### src/rtl/rtc_clk_pkg.sv
package rtc_clk_pkg;
  typedef enum logic [1:0] {
    SRC_OFF     = 2'b00,
    SRC_LO_XTAL = 2'b01,
    SRC_LO_RC   = 2'b10,
    SRC_HI_DIV  = 2'b11
  } rtc_src_e;
endpackage

### src/rtl/rtc_src_reg.sv
module rtc_src_reg
  import rtc_clk_pkg::*;
(
  input  logic     clk,
  input  logic     bkp_rst_n,
  input  logic     sys_rst_n,
  input  logic     wr,
  input  rtc_src_e wdata,
  output rtc_src_e src,
  output logic     locked
);
  // Backup-domain register: only bkp_rst_n clears it.
  always_ff @(posedge clk) begin
    if (!bkp_rst_n) begin
      src    <= SRC_OFF;
      locked <= 1'b0;
    end else if (wr && sys_rst_n && !locked) begin
      src    <= wdata;
      locked <= (wdata != SRC_OFF);
    end
  end

  // a locked code never changes until backup reset
  a_r3_locked_hold: assert property (@(posedge clk) disable iff (!bkp_rst_n)
    locked |=> (src == $past(src)));
  // lock implies a non-zero code was taken
  a_r3_lock_nonzero: assert property (@(posedge clk) disable iff (!bkp_rst_n)
    locked |-> (src != SRC_OFF));
  // a write under system reset leaves the code alone
  a_r9_sysrst_write: assert property (@(posedge clk) disable iff (!bkp_rst_n)
    !sys_rst_n |=> (src == $past(src)));
endmodule

### src/rtl/rtc_hi_div.sv
module rtc_hi_div #(
  parameter int DIV_W = 5
) (
  input  logic clk,
  input  logic sys_rst_n,
  input  logic en,
  output logic pulse
);
  logic [DIV_W-1:0] cnt;

  // Lies outside the backup domain, so system reset clears it.
  always_ff @(posedge clk) begin
    if (!sys_rst_n)  cnt <= '0;
    else if (en)     cnt <= cnt + 1'b1;
  end

  assign pulse = sys_rst_n && en && (cnt == {DIV_W{1'b1}});

  // the count only moves on a high-speed enable
  a_r5_count_hold: assert property (@(posedge clk) disable iff (!sys_rst_n)
    !en |=> $stable(cnt));
  // a pulse is always followed by a wrapped counter
  a_r5_wrap_zero: assert property (@(posedge clk) disable iff (!sys_rst_n)
    pulse |=> (cnt == '0));
endmodule

### src/rtl/rtc_bus_mon.sv
module rtc_bus_mon (
  input  logic clk,
  input  logic sys_rst_n,
  input  logic tick,
  input  logic bus_en,
  output logic slow
);
  logic pend;

  // A bus enable in the tick's own cycle counts as seen before the tick.
  always_ff @(posedge clk) begin
    if (!sys_rst_n) begin
      pend <= 1'b0;
      slow <= 1'b0;
    end else begin
      if (tick && pend && !bus_en) slow <= 1'b1;
      if (tick)        pend <= 1'b1;
      else if (bus_en) pend <= 1'b0;
    end
  end

  // flag is sticky until system reset
  a_r8_sticky: assert property (@(posedge clk) disable iff (!sys_rst_n)
    slow |=> slow);
  // a tick with a coincident bus enable never raises the flag
  a_r8_same_cycle: assert property (@(posedge clk) disable iff (!sys_rst_n)
    (!slow && tick && bus_en) |=> !slow);
endmodule

### src/rtl/rtc_clk_sel.sv
module rtc_clk_sel
  import rtc_clk_pkg::*;
#(
  parameter int DIV_W = 5
) (
  input  logic       clk,
  input  logic       bkp_rst_n,
  input  logic       sys_rst_n,
  input  logic       hi_osc_en,
  input  logic       lo_xtal_en,
  input  logic       lo_rc_en,
  input  logic       bus_clk_en,
  input  logic       src_wr,
  input  logic [1:0] src_wdata,
  input  logic       core_pwr_off,
  input  logic       main_pwr_off,
  output logic       rtc_tick,
  output logic [1:0] src_sel,
  output logic       src_locked,
  output logic       bus_slow
);
  rtc_src_e src;
  logic     hi_pulse;
  logic     pwr_lost;

  rtc_src_reg u_src (
    .clk       (clk),
    .bkp_rst_n (bkp_rst_n),
    .sys_rst_n (sys_rst_n),
    .wr        (src_wr),
    .wdata     (rtc_src_e'(src_wdata)),
    .src       (src),
    .locked    (src_locked)
  );

  rtc_hi_div #(.DIV_W(DIV_W)) u_div (
    .clk       (clk),
    .sys_rst_n (sys_rst_n),
    .en        (hi_osc_en),
    .pulse     (hi_pulse)
  );

  assign pwr_lost = core_pwr_off || main_pwr_off;

  always_comb begin
    rtc_tick = 1'b0;
    if (bkp_rst_n) begin
      unique case (src)
        SRC_LO_XTAL: rtc_tick = lo_xtal_en;
        SRC_LO_RC:   rtc_tick = lo_rc_en && !pwr_lost;
        SRC_HI_DIV:  rtc_tick = hi_pulse && !pwr_lost;
        default:     rtc_tick = 1'b0;
      endcase
    end
  end

  assign src_sel = src;

  rtc_bus_mon u_mon (
    .clk       (clk),
    .sys_rst_n (sys_rst_n),
    .tick      (rtc_tick),
    .bus_en    (bus_clk_en),
    .slow      (bus_slow)
  );

  // lost power silences every source but the crystal
  a_r7_pwr_gate: assert property (@(posedge clk) disable iff (!bkp_rst_n)
    (pwr_lost && src != SRC_LO_XTAL) |-> !rtc_tick);
  // divided high-speed path is quiet in system reset
  a_r6_hi_sysrst: assert property (@(posedge clk) disable iff (!bkp_rst_n)
    (!sys_rst_n && src == SRC_HI_DIV) |-> !rtc_tick);
  // crystal keeps ticking through system reset
  a_r6_xtal_sysrst: assert property (@(posedge clk) disable iff (!bkp_rst_n)
    (!sys_rst_n && src == SRC_LO_XTAL && lo_xtal_en) |-> rtc_tick);
  // no tick while backup reset is held
  a_r10_bkp_quiet: assert property (@(posedge clk)
    !bkp_rst_n |-> !rtc_tick);
endmodule

### config.mk
export PLATFORM = sky130hd
export DESIGN_NAME = rtc_clk_sel
export DESIGN_NICKNAME = d
export VERILOG_FILES = /design/src/rtl/rtc_clk_pkg.sv /design/src/rtl/rtc_src_reg.sv /design/src/rtl/rtc_hi_div.sv /design/src/rtl/rtc_bus_mon.sv /design/src/rtl/rtc_clk_sel.sv
export SDC_FILE = /design/constraint.sdc
export NUM_CORES = 1
export LEC_CHECK = 0
export CAP_MARGIN = 25
export CORE_AREA = 2 2 39 41
export DETAILED_ROUTE_END_ITERATION = 6
export DIE_AREA = 0 0 41 43
export DONT_BUFFER_PORTS = 1
export GPL_TIMING_DRIVEN = 0
export PLACE_DENSITY_LB_ADDON = 0.08
export SETUP_SLACK_MARGIN = 0.02
export SLEW_MARGIN = 40
export SYNTH_ARGS = -nofsm -noshare
export SYNTH_HDL_FRONTEND = slang
export SYNTH_SLANG_ARGS = --single-unit
### constraint.sdc
create_clock -name clk -period 2.3 [get_ports clk]
set_clock_uncertainty 0.15 [all_clocks]
set_input_delay 0.345 -clock clk [delete_from_list [all_inputs] [get_ports clk]]
set_output_delay 0.345 -clock clk [all_outputs]
set_load 0.005 [all_outputs]
* Word level (Yosys, flattened, before mapping)
Index checks and enable logic that the tools add are counted.
W data, S select, Z words.
** Cells by class
- $add $sub $neg :: 1
- Equality and inequality tests :: 4
- Muxes and demuxes :: 4
- Reduce and logical (&&, ||, !) cells :: 14
** Operators with widths (number)
- $logic_and A1 B1 Y1 :: 8
- $add A5 B1 Y5 const B :: 1
- $eq A5 B5 Y1 const B :: 1
- $eq A2 B2 Y1 const B :: 2
- $reduce_bool A2 Y1 :: 2
- $logic_not A1 Y1 :: 3
- $mux W1 :: 3
- $pmux W1 S3 :: 1
- $eq A2 B1 Y1 const B :: 1
- $logic_or A1 B1 Y1 :: 1
** Storage, ports and cells
- Bits in registers :: 10
- Bits of input ports :: 12
- Output and inout bits :: 5
- Word-level logic and storage cells :: 28

* Depth between registers and ports, before layout
- Depth in word-level cells :: 7
- Gate-level depth with buffers :: 6
- Gate-level depth less buffers :: 6

* Hierarchy
Synthesis repeated with hierarchy kept, for this count alone.
** Second synthesis, totals
- Cells, all modules :: 47
- Area, all modules :: 478.0 um^2
** By module, submodules not included
- rtc_hi_div :: times used 1, cells each 24, area each 251.5 um^2
- rtc_src_reg :: times used 1, cells each 12, area each 122.6 um^2
- rtc_bus_mon :: times used 1, cells each 6, area each 68.8 um^2
- rtc_clk_sel :: times used 1, cells each 5, area each 35.0 um^2

* Worst setup path after synthesis
Ideal clock, no wire load.
- Path type :: register to output
- Start point :: register u_div.cnt[0]
- End point :: output port rtc_tick
- Arrival time :: 1.454 ns
- Required time :: 1.805 ns
- Slack :: 0.351 ns
- Cell stages (with the launch flop) :: 7
- Path through :: dfxtp_1 > ha_1 > and3_1 > ha_1 > nand3_4 > a2111oi_4 > o21a_1
** On the way
- Word-level cells in the longest chain between the ends :: 5
** Ends and longest elaborated chain
- start, declared :: line rtc_hi_div.sv:9 : logic [DIV_W-1:0] cnt;
- start signal, assigned :: line rtc_hi_div.sv:14 : else if (en) cnt <= cnt + 1'b1;
- $eq A5 B5 Y1 :: line rtc_hi_div.sv:17 : assign pulse = sys_rst_n && en && (cnt == {DIV_W{1'b1}});
- $logic_and A1 B1 Y1 :: line rtc_hi_div.sv:17
- $logic_and A1 B1 Y1 :: line rtc_clk_sel.sv:51 : SRC_HI_DIV: rtc_tick = hi_pulse && !pwr_lost;
- $pmux W1 S3 :: line rtc_clk_sel.sv:48 : unique case (src)
- $mux W1 :: line rtc_clk_sel.sv:47 : if (bkp_rst_n) begin
- end, declared :: line rtc_clk_sel.sv:17 : output logic rtc_tick,
Every way passes these cells.

* Worst setup path after layout
Ends and elaborated chain as after synthesis.

==> run metrics <==
Max IR drop VDD 0.000262 V; Leak Pwr 0.000237 uW; Reg-to-Reg Start u_div.cnt[0]$_SDFFE_PN0P_; total power after layout 334 uW; root cell of the clock tree sky130_fd_sc_hd__clkbuf_4; type of destination of the critical path output pin; gpl congestion 0.590; family with the most delay on the worst path compound AO/OA/AOI/OAI gates; final count of hold timing violations 0; result of the run finished, final reports clean; delay of the slowest cell on the worst path 0.34 ns; average via count per standard cell 5.21; critical hold path startpoint bkp_rst_n; share of the yosys chip area belonging to registers 38.5%; crit start category flip-flop; die extent in x 41 microns; number of global-route vias before repair 388; Crit path buffers/inverters 0; maxcap violations 0; relative contribution of combinational cells to total power 9.1%; deepest level of the CTS H-tree 1; top cell type by total area after synthesis sky130_fd_sc_hd__dfxtp_1; synthesized flop and latch total 10; Max clock buf depth 2; type of the worst setup path reg2out; endpoint of the worst-slack reg-to-reg timing path u_mon.slow$_SDFFE_PN0P_; hold buffer count at CTS 0; critical path's slowest cell sky130_fd_sc_hd__dfxtp_2; setup repair after global routing missed its margin false; Avg Synthesized Cell Area 11.3 sq um; WP data required 1.80 ns; length of the first detailed-routing pass in iterations 1; area share of the leading cell type in the synthesized netlist 38.5%; Post-Syn Instances 46; I/O Buffers 0; Overall Global Routing Usage 13.3%; clock latency at the later pin of the worst-skew pair 0.26 ns; Net Sw Power 75.0 uW; number of synthesized flops with an enable pin 0; P per Cell Area 580 nW/um^2; maximum number of pins on one net before global-route repair 11; clock-pin slew reported for the worst setup and hold paths after clock tree synthesis 0.06 ns; DRC violations left 0; accumulated negative setup slack 0 ns; Clk network pwr share 34.5%; share of synthesized flip-flops with an asynchronous set or reset 0%; post-synth cell types 22; # setup viols final 0; capture endpoint of the worst hold path u_src.locked$_SDFFE_PN0P_; worst min-delay path category in2reg; Initial Utilization 37.6%; fraction of power spent switching nets 22.5%; aggregate global routing overflow 0; detailed router's first-iteration violation count 0; number of diodes added for antenna fixing 0; count of filler cells inserted in the layout 139; FF-to-FF setup slack 0.54 ns; total number of vias 344; fraction of power consumed by sequential logic 56.4%; wire length of the first global-routing pass 1550 microns; syn_nets 60; number of antenna violations at the first check in global routing 0; number of stages on the worst setup path 6; layout cell share with drive strength beyond 1 22.0%; main flop type after synthesis sky130_fd_sc_hd__dfxtp_1; measured slew at the worst slew-check pin 0.276 ns; Arr. time, crit path 1.69 ns; routed wire length per instance 14.0 microns; Slew headroom 81.6%; post-layout net count 66; Final Slew Violations 0; Post-Route WL 923 microns; CTS tree done; number of I/O pins 17; Internal Power 259 uW; number of cells on the worst reg-to-reg path 7; Area growth syn-to-layout 10.6%; Die H 43 microns; Total Die Area 1760 sq um; Yosys warning total 0; Max Freq 0.458 GHz; most area-consuming cells after synthesis sky130_fd_sc_hd__dfxtp_1 (38%), sky130_fd_sc_hd__mux2i_1 (7.7%), sky130_fd_sc_hd__nor2b_1 (6.0%); standard cell core area 1380 sq um; number of placed cells counting well taps 62; crit-path max FO 3; placement row count 14; Final HPWL DP 716 microns; final clock period utilization by the worst path 94.9%; count of cells along the worst hold path 1; cts bufs inserted 3; combined area of all synthesized cells 520 sq um; post-layout minimum cycle time 2.18 ns; cell-by-cell listing of the critical path ha_1, and3_1, ha_2, nand3_4, a2111oi_4, o21a_1; total number of clock tree sinks 10; Final Instance Count excl. Fillers 66; antenna violation net count after detailed routing 0
registers in the layout (all words and copies together) (netlist names):
signal        count
u_mon.slow        1
u_div.cnt         5
u_mon.pend        1
u_src.locked      1
u_src.src         2
layout by cell type (no fill, tap or decap):
cell,Yosys,layout
sky130_fd_sc_hd__dfxtp_1,10,8
sky130_fd_sc_hd__nor2b_1,5,5
sky130_fd_sc_hd__mux2i_1,4,4
sky130_fd_sc_hd__o21a_1,3,3
sky130_fd_sc_hd__and2_1,3,3
sky130_fd_sc_hd__clkbuf_4,0,3
sky130_fd_sc_hd__buf_6,2,2
sky130_fd_sc_hd__and3b_1,2,2
sky130_fd_sc_hd__xnor2_1,2,2
sky130_fd_sc_hd__dfxtp_2,0,2
sky130_fd_sc_hd__nand3_4,1,1
sky130_fd_sc_hd__nand2b_1,1,1
sky130_fd_sc_hd__nor2_1,1,1
sky130_fd_sc_hd__a2111oi_4,1,1
sky130_fd_sc_hd__a32o_1,1,1
sky130_fd_sc_hd__a31o_1,1,1
sky130_fd_sc_hd__nand3b_1,1,1
sky130_fd_sc_hd__nand4_1,1,1
sky130_fd_sc_hd__nand2_1,1,1
sky130_fd_sc_hd__xor2_1,1,1
sky130_fd_sc_hd__o211a_1,1,1
sky130_fd_sc_hd__o31a_1,1,1
sky130_fd_sc_hd__and3_1,1,1
sky130_fd_sc_hd__ha_2,0,1
sky130_fd_sc_hd__ha_1,2,1
sky130_fd_sc_hd__buf_4,0,1
kinds of logic (layout without fill, tap and decap cells):
family / count (synthesis) / count (layout) / share of synthesized area [%]
AND/OR/NAND/NOR: 17 / 17 / 22.8
flip-flops: 10 / 10 / 38.5
XOR/XNOR: 3 / 3 / 5.05
adder cells (fa/ha/maj): 2 / 2 / 4.81
AO/OA/AOI/OAI: 8 / 8 / 16.8
buffers and inverters: 2 / 6 / 4.33
multiplexers: 4 / 4 / 7.69
cell usage after synthesis (2+ instances only):
cell / n
sky130_fd_sc_hd__dfxtp_1: 10
sky130_fd_sc_hd__nor2b_1: 5
sky130_fd_sc_hd__mux2i_1: 4
sky130_fd_sc_hd__and2_1: 3
sky130_fd_sc_hd__o21a_1: 3
sky130_fd_sc_hd__and3b_1: 2
sky130_fd_sc_hd__buf_6: 2
sky130_fd_sc_hd__ha_1: 2
sky130_fd_sc_hd__xnor2_1: 2
through the flow:
step / area (sq um) / setup WS, ns / util [%] / hold slack [ns]
floorplan: 520 / 0.351 / - / 0.312
global placement: 541 / 0.234 / 39.1 / 0.314
detailed placement: 541 / 0.248 / 39.1 / 0.316
CTS: 571 / 0.0406 / 41.2 / 0.0414
global route: 576 / 0.00690 / 41.6 / 0.0466
finish: 576 / 0.117 / 41.6 / 0.0510
timing repair:
action                     4_1_cts  5_1_grt
setup endpoints to repair        1        1
setup buffers                    1        0
gates resized for setup          0        3
hold endpoints to repair         0        0
cloned                           0        0
pin swaps                        1        1
area by class of cell:
type | instances | area (sq um) | share of cell area [%]
Multi-Input combinational cell | 34 | 300 | 52.2
Tap cell | 16 | 20.0 | 3.48
Timing Repair Buffer | 1 | 7.51 | 1.30
Buffer | 2 | 22.5 | 3.91
Sequential cell | 10 | 203 | 35.2
Clock buffer | 3 | 22.5 | 3.91
power groups by stage:
stage / Clock (uW) / Combinational (uW) / Sequential, uW
after floorplan: 0 / 26.6 / 190
after global placement: 0 / 28.8 / 191
after detailed placement: 0 / 30.6 / 192
after CTS: 123 / 30.9 / 188
after global routing: 131 / 33.3 / 190
final: 115 / 30.2 / 188
metal layers:
layer	up-vias	global-route usage [%]	share of wire, %
met5	-	0	0
met2	11	19.7	55
met4	0	8.00	0
met3	0	6.28	6.7
met1	158	14.8	38
li1	175	-	-
worst max-delay path by stage:
stage / slack, ns / startpoint / endpoint
after floorplan: 0.35 / u_div.cnt[0]$_SDFFE_PN0P_ / rtc_tick
after global placement: 0.23 / u_div.cnt[0]$_SDFFE_PN0P_ / rtc_tick
after detailed placement: 0.25 / u_div.cnt[0]$_SDFFE_PN0P_ / rtc_tick
after CTS: 0.04 / u_div.cnt[0]$_SDFFE_PN0P_ / rtc_tick
after global routing: 0.007 / u_div.cnt[0]$_SDFFE_PN0P_ / rtc_tick
final: 0.12 / u_div.cnt[0]$_SDFFE_PN0P_ / rtc_tick
No activity file was read; power rests on OpenSTA's default activity.
